==> src/rtl/mux_bus_pkg.sv <==
package mux_bus_pkg;

  localparam int unsigned LO_W_DEF  = 8;
  localparam int unsigned MID_W_DEF = 8;
  localparam int unsigned HI_W_DEF  = 4;
  localparam int unsigned SYNC_DEF  = 2;

  typedef struct packed {
    logic mem_rd;
    logic mem_wr;
    logic io_rd;
    logic io_wr;
  } strobe_t;

endpackage

==> src/rtl/mux_bus_rst_sync.sv <==
module mux_bus_rst_sync #(
  parameter int unsigned STAGES = 2
) (
  input  logic clk,
  input  logic rst_n,
  output logic run_o
);

  logic [STAGES-1:0] sync_q;
  logic [STAGES-1:0] sync_d;

  generate
    if (STAGES == 1) begin : g_one
      always_comb sync_d = 1'b1;
    end else begin : g_many
      always_comb sync_d = {sync_q[STAGES-2:0], 1'b1};
    end
  endgenerate

  always_ff @(posedge clk or negedge rst_n) begin
    if (!rst_n) sync_q <= '0;
    else        sync_q <= sync_d;
  end

  assign run_o = sync_q[STAGES-1];

endmodule

==> src/rtl/mux_bus_addr_latch.sv <==
module mux_bus_addr_latch #(
  parameter int unsigned LO_W  = 8,
  parameter int unsigned MID_W = 8,
  parameter int unsigned HI_W  = 4,
  localparam int unsigned ADDR_W = LO_W + MID_W + HI_W
) (
  input  logic              clk,
  input  logic              rst_n,
  input  logic              run,
  input  logic              ale,
  input  logic [LO_W-1:0]   lo,
  input  logic [MID_W-1:0]  mid,
  input  logic [HI_W-1:0]   hi,
  output logic [ADDR_W-1:0] addr
);

  logic [ADDR_W-1:0] live;
  logic [ADDR_W-1:0] hold_q;
  logic [ADDR_W-1:0] hold_d;
  logic              open_en;

  assign live    = {hi, mid, lo};
  assign open_en = run & ale;

  always_comb begin
    hold_d = hold_q;
    if (open_en) hold_d = live;
  end

  always_ff @(posedge clk or negedge rst_n) begin
    if (!rst_n) hold_q <= '0;
    else        hold_q <= hold_d;
  end

  assign addr = open_en ? live : hold_q;

endmodule

==> src/rtl/mux_bus_xcvr_ctl.sv <==
module mux_bus_xcvr_ctl #(
  parameter int unsigned DW = 8
) (
  input  logic          run,
  input  logic          den_n,
  input  logic          dtr_n,
  input  logic [DW-1:0] proc_in,
  input  logic [DW-1:0] sys_in,
  output logic [DW-1:0] sys_out,
  output logic          sys_oe,
  output logic [DW-1:0] proc_out,
  output logic          proc_oe
);

  logic active;

  always_comb begin
    active   = run & ~den_n;
    sys_oe   = active & dtr_n;
    proc_oe  = active & ~dtr_n;
    sys_out  = sys_oe  ? proc_in : '0;
    proc_out = proc_oe ? sys_in  : '0;
  end

endmodule

==> src/rtl/mux_bus_strobe_dec.sv <==
module mux_bus_strobe_dec
  import mux_bus_pkg::*;
(
  input  logic    run,
  input  logic    iom_n,
  input  logic    rd_n,
  input  logic    wr_n,
  output strobe_t stb
);

  logic rd, wr;

  always_comb begin
    rd         = run & ~rd_n;
    wr         = run & ~wr_n;
    stb.mem_rd = rd & ~iom_n;
    stb.mem_wr = wr & ~iom_n;
    stb.io_rd  = rd &  iom_n;
    stb.io_wr  = wr &  iom_n;
  end

endmodule

==> src/rtl/mux_bus_demux.sv <==
module mux_bus_demux
  import mux_bus_pkg::*;
#(
  parameter int unsigned LO_W   = LO_W_DEF,
  parameter int unsigned MID_W  = MID_W_DEF,
  parameter int unsigned HI_W   = HI_W_DEF,
  parameter int unsigned STAGES = SYNC_DEF,
  localparam int unsigned ADDR_W = LO_W + MID_W + HI_W
) (
  input  logic              clk,
  input  logic              rst_n,
  input  logic [LO_W-1:0]   ad_lo_i,
  output logic [LO_W-1:0]   ad_lo_o,
  output logic              ad_lo_oe,
  input  logic [MID_W-1:0]  a_mid_i,
  input  logic [HI_W-1:0]   as_hi_i,
  input  logic              ale_i,
  input  logic              den_n_i,
  input  logic              dtr_n_i,
  input  logic              iom_n_i,
  input  logic              rd_n_i,
  input  logic              wr_n_i,
  output logic [ADDR_W-1:0] addr_o,
  input  logic [LO_W-1:0]   sd_i,
  output logic [LO_W-1:0]   sd_o,
  output logic              sd_oe,
  output logic              mem_rd_n_o,
  output logic              mem_wr_n_o,
  output logic              io_rd_n_o,
  output logic              io_wr_n_o
);

  logic    run_q;
  strobe_t stb;

  mux_bus_rst_sync #(.STAGES(STAGES)) u_sync (
    .clk   (clk),
    .rst_n (rst_n),
    .run_o (run_q)
  );

  mux_bus_addr_latch #(.LO_W(LO_W), .MID_W(MID_W), .HI_W(HI_W)) u_latch (
    .clk   (clk),
    .rst_n (rst_n),
    .run   (run_q),
    .ale   (ale_i),
    .lo    (ad_lo_i),
    .mid   (a_mid_i),
    .hi    (as_hi_i),
    .addr  (addr_o)
  );

  mux_bus_xcvr_ctl #(.DW(LO_W)) u_xcvr (
    .run      (run_q),
    .den_n    (den_n_i),
    .dtr_n    (dtr_n_i),
    .proc_in  (ad_lo_i),
    .sys_in   (sd_i),
    .sys_out  (sd_o),
    .sys_oe   (sd_oe),
    .proc_out (ad_lo_o),
    .proc_oe  (ad_lo_oe)
  );

  mux_bus_strobe_dec u_dec (
    .run   (run_q),
    .iom_n (iom_n_i),
    .rd_n  (rd_n_i),
    .wr_n  (wr_n_i),
    .stb   (stb)
  );

  assign mem_rd_n_o = ~stb.mem_rd;
  assign mem_wr_n_o = ~stb.mem_wr;
  assign io_rd_n_o  = ~stb.io_rd;
  assign io_wr_n_o  = ~stb.io_wr;

endmodule

==> config.mk <==
export PLATFORM = sky130hd
export DESIGN_NAME = mux_bus_demux
export DESIGN_NICKNAME = d
export VERILOG_FILES = /design/src/rtl/mux_bus_pkg.sv /design/src/rtl/mux_bus_rst_sync.sv /design/src/rtl/mux_bus_addr_latch.sv /design/src/rtl/mux_bus_xcvr_ctl.sv /design/src/rtl/mux_bus_strobe_dec.sv /design/src/rtl/mux_bus_demux.sv
export SDC_FILE = /design/constraint.sdc
export NUM_CORES = 1
export LEC_CHECK = 0
export ABC_AREA = 1
export ABC_CLOCK_PERIOD_IN_PS = 1320
export BUFFER_PORTS_ARGS = -buffer_cell sky130_fd_sc_hd__buf_2
export CAP_MARGIN = 25
export CORE_MARGIN = 2
export CORE_UTILIZATION = 30
export CTS_CLUSTER_DIAMETER = 30
export DETAILED_ROUTE_END_ITERATION = 10
export PLACE_DENSITY_LB_ADDON = 0.12
export SLEW_MARGIN = 20
export SYNTH_ARGS = -nofsm -noshare
export SYNTH_HDL_FRONTEND = slang
export SYNTH_SLANG_ARGS = --single-unit
==> constraint.sdc <==
create_clock -name clk -period 1.32 [get_ports clk]
set_input_delay 0.198 -clock clk [delete_from_list [all_inputs] [get_ports clk]]
set_output_delay 0.198 -clock clk [all_outputs]
set_load 0.03 [all_outputs]
Yosys cells after proc, flatten, opt, wreduce, memory -nomap -nowiden:

Cells that the tools add are included.

* add/sub/neg operators: 0
* $mul: 0
* div/mod/pow operators: 0
* order comparisons: 0
* eq/ne operators: 0
* shift operators: 0
* muxes and demuxes: 3
* bitwise logic cells: 19
* reductions and logical operators: 0

Operators with widths (number)
* 20-bit two-way mux: 1
* 8-bit two-way mux: 2
* 1-bit AND: 10
* 1-bit NOT: 9

* register bits after elaboration: 22
* latch bits: 0
* RAM bits: 0
* bits in read-only memories: 0
* input bits: 36
* output and inout bits: 42
* logic and storage cells: 24
* memories: 0

Longest topological paths before layout:

* word-level depth: 4
* mapped depth: 5
* mapped depth without buffers: 3

By module:

A second synthesis with hierarchy kept.

* cells, all modules: 141
* area, all modules: 1057.3 µm²

By module, submodules not included
* mux_bus_addr_latch: instances 1, cells each 87, area each 799.5 µm², seq. area each 500.5 µm²
* mux_bus_xcvr_ctl: instances 1, cells each 38, area each 155.1 µm², seq. area each 0.0 µm²
* mux_bus_rst_sync: instances 1, cells each 3, area each 53.8 µm², seq. area each 50.0 µm²
* mux_bus_strobe_dec: instances 1, cells each 9, area each 33.8 µm², seq. area each 0.0 µm²
* mux_bus_demux: instances 1, cells each 4, area each 15.0 µm², seq. area each 0.0 µm²

Worst setup path before layout:

Ideal clock, no wire load.

* kind: reg2out
* start: reg u_sync.sync_q[1]
* end: out sd_o[0]
* arrival time: 1.035 ns
* required time: 1.122 ns
* slack: 0.087 ns
* stages on the path, launching flop included: 4
* path buffers: 1
* cell sequence: dfrtp_1 > buf_6 > nand3_2 > nor2_1

* cells in the longest elaborated chain, start to end: 3

Ends and longest elaborated chain
* start, declared: RTL line mux_bus_rst_sync.sv:9 `logic [STAGES-1:0] sync_q;`
* start signal, assigned: RTL line mux_bus_rst_sync.sv:22 `else sync_q <= sync_d;`
* 1-bit AND: RTL line mux_bus_xcvr_ctl.sv:18 `active = run & ~den_n;`
* 1-bit AND: RTL line mux_bus_xcvr_ctl.sv:19 `sys_oe = active & dtr_n;`
* 8-bit two-way mux: RTL line mux_bus_xcvr_ctl.sv:21 `sys_out = sys_oe ? proc_in : '0;`
* end, declared: RTL line mux_bus_demux.sv:25 `output logic [LO_W-1:0] sd_o,`

No other way between the ends.

Worst setup path after layout:

* start: reg u_sync.sync_q[1]
* end: out ad_lo_o[6]

* cells in the longest elaborated chain, start to end: 3

Ends and longest elaborated chain
* 1-bit AND: RTL line mux_bus_xcvr_ctl.sv:18
* 1-bit AND: RTL line mux_bus_xcvr_ctl.sv:20 `proc_oe = active & ~dtr_n;`
* 8-bit two-way mux: RTL line mux_bus_xcvr_ctl.sv:22 `proc_out = proc_oe ? sys_in : '0;`
* end, declared: RTL line mux_bus_demux.sv:13 `output logic [LO_W-1:0] ad_lo_o,`

No other way between the ends.

==> results_dict.tcl <==
set metrics [dict create \
    yosysMostFrequentCell "nand2_1" \
    cts.sinks 22 \
    synth-simple-area-share 0.279 \
    hold_path_class "input port to flop" \
    holdWs_ps 150 \
    holdPathStages 3 \
    synth_top_family_by_area "simple AND/OR/NAND/NOR gates" \
    start_kind "flop" \
    n_antenna_cell 0 \
    dp_hpwl_um 1960 \
    mappedNetlistArea_um2 1050 \
    die_area_um2 3980 \
    cts_tree "built" \
    grt.overflow.total 0 \
    status "complete, but fails checks" \
    grt_pass1_wl_um 4530 \
    synth-main-ff-cell "dfrtp_1" \
    yosysTopAreaCellShare 0.526 \
    synthCells 126 \
    antenna_found_initial 0 \
    worst_hold_path.endpoint "u_latch.hold_q[9]$_DFF_PN0_" \
    reg2regPathDepth 4 \
    ios 78 \
    cp_max_fo 9 \
    violations "negative setup slack" \
    end_kind "output port" \
    die_h_um 63.1 \
    period_share 1.19 \
    drc 0 \
    clkLatencyLatePin_ps 300 \
    synth_commonest_cells "nand2_1 (32), inv_1 (23), dfrtp_1 (22), nand3_1 (16), nor2_1 (16)" \
    grt_pass1_vias 1102 \
    hold_violations 0 \
    period_minus_slack_ps 1570 \
    synth_fp_nets 162 \
    vias 1097 \
    cts_root_buf "clkbuf_4" \
    nFillCells 335 \
    maxSlewViolCount 0 \
    power_density_nw_per_um2 1000 \
    drtIter0Drc 31 \
    fmax_mhz 638 \
    synthArstFlopShare 1.00 \
    fin_skew_ps 5.50 \
    synth_edf_count 0 \
    row_count 21 \
    max-vdd-ir-drop_uv 405 \
    placed_cell_area_um2 1470 \
    rrSetupSlack_ps 320 \
    core_um2 3340 \
    grt_usage 0.142 \
    ys.warnings.count 0 \
    total_leakage_power_uw 0.00102 \
    crit_slowest_cell "dfrtp_2" \
    vias_per_cell 4.34 \
    clock_path_buffers 2 \
    die_w_um 63.1 \
    drv_cap 0 \
    port_buffers 77 \
    grt_max_degree 29 \
    regToRegEndpoint "u_latch.hold_q[8]$_DFF_PN0_" \
    nets 244 \
    synthAdderAreaFrac 0 \
    arrival_ps 1370 \
    dr.pass1.iters 4 \
    synth_area_leaders "dfrtp_1 (53%), nand2_1 (11%), inv_1 (8.3%)" \
    synth_cell_types 11 \
    syn_area_per_cell_um2 8.30 \
    synth-compound-area-share 0.0670 \
    cts.clk_slew.worst_paths_ps 120 \
    setup_viol 42 \
    ys_seq_area_frac 0.526 \
    required_ps 1120 \
    drive_above_1_share 0.570 \
    max_stage_delay_ps 460 \
    wirelength_um 2740 \
    htreeDepth 1 \
    area_growth_pct 74.9 \
    numCtsBuffers 3 \
    synthXorXnorAreaFrac 0 \
    cp_cell_sequence "buf_6 -> nand3_4 -> nor2_1 -> buf_4" \
    crit_type "flop to output port" \
    setup_ws_ps -248 \
    synth_mux_area_frac 0 \
    r2r-start "u_sync.sync_q[1]$_DFF_PN0_" \
    initial_core_util 0.313 \
    worstHoldStart "a_mid_i[1]" \
    antenna_left 0 \
    yosysTopAreaCell "dfrtp_1" \
    routedWlPerCell_um 10.8 \
    postLayoutCellArea_um2 1830 \
    place_congestion 0.682 \
    rsz0062_at_grt "yes" \
    synth_seq_cells 22 \
]
-- sequential cells by signal (all words and copies together), names as in the netlist --
name and cells:
u_sync.sync_q 2, u_latch.hold_q 20
-- metal layers --
layer,part of all wire,GRT usage,wire [um]
met3,0.061,0.0161,167
met4,0.018,0.0750,50
met5,0,0,0
met1,0.40,0.159,1100
met2,0.52,0.263,1430
-- power by group --
part / internal (uW) / leakage [uW] / switching, uW
registers: 752 / 0.000270 / 23.9
clock network: 168 / 0.0000210 / 191
logic: 283 / 0.000731 / 419
total: 1200 / 0.00102 / 634
-- timing repair --
item	in CTS	in global routing
hold buffers	1	0
setup buffers	0	1
hold endpoints to repair	22	0
setup endpoints to repair	42	42
gates resized for setup	77	22
pin swaps	1	0
-- stage by stage --
stage / util / setup slack, ps / power [uW] / TNS, ps / cells
3_3_place_gp: 0.440 / 39.6 / 1320 / 0 / 247
3_5_place_dp: 0.440 / -3.76 / 1330 / -3.76 / 247
6_report: 0.548 / -248 / 1840 / -7450 / 253
4_1_cts: 0.525 / -244 / 1840 / -8060 / 252
5_1_grt: 0.548 / -324 / 1940 / -11120 / 253
2_1_floorplan: - / 86.7 / 1150 / 0 / 126
-- placed cells by master (no fill, tap or decap) --
cell type      synthesis  layout
buf_2                  2      35
buf_4                  0      15
buf_6                  3      30
clkbuf_4               0       4
clkbuf_8               0       1
conb_1                 1       1
dfrtp_1               22      21
dfrtp_2                0       1
dlygate4sd3_1          0       1
inv_1                 23      23
nand2_1               32      21
nand2_2                0      11
nand2_8                0       1
nand3_1               16      13
nand3_2                2       3
nand3_4                0       2
nor2_1                16       9
nor2_2                 0       6
nor2_4                 0       1
o21ai_2                8       8
-- kinds of logic after synthesis --
family | Yosys count
flip-flops | 22
buffers and inverters | 28
AND/OR/NAND/NOR | 67
other | 1
AO/OA/AOI/OAI | 8
-- worst max-delay path by stage --
stage                                          start         end  slack, ps  cells past startpoint
final                     u_sync.sync_q[1]$_DFF_PN0_  ad_lo_o[6]       -250                      4
after global routing      u_sync.sync_q[1]$_DFF_PN0_  ad_lo_o[6]       -320                      4
after detailed placement  u_sync.sync_q[1]$_DFF_PN0_   addr_o[5]         -4                      4
after CTS                 u_sync.sync_q[1]$_DFF_PN0_   addr_o[5]       -240                      4
after global placement    u_sync.sync_q[1]$_DFF_PN0_   addr_o[0]         40                      4
after floorplan           u_sync.sync_q[1]$_DFF_PN0_     sd_o[0]         90                      3
-- worst max-delay path: cells and delay by family, from the launching register on --
family                 cells  cell delay (ps)
DFF                        1              460
and+or+nand+nor            2              280
buffers and inverters      2              320
-- final cells by class --
type                            instances  area, um2  share of cell area
Clock buffer                            4       36.3              0.0198
Inverter                               23       86.3              0.0472
Multi-Input combinational cell         76        454               0.248
Sequential cell                        22        552               0.302
Tap cell                               46       57.6              0.0315
Timing Repair Buffer                   82        643               0.352
Note: power is estimated with default switching activity, not from simulation.
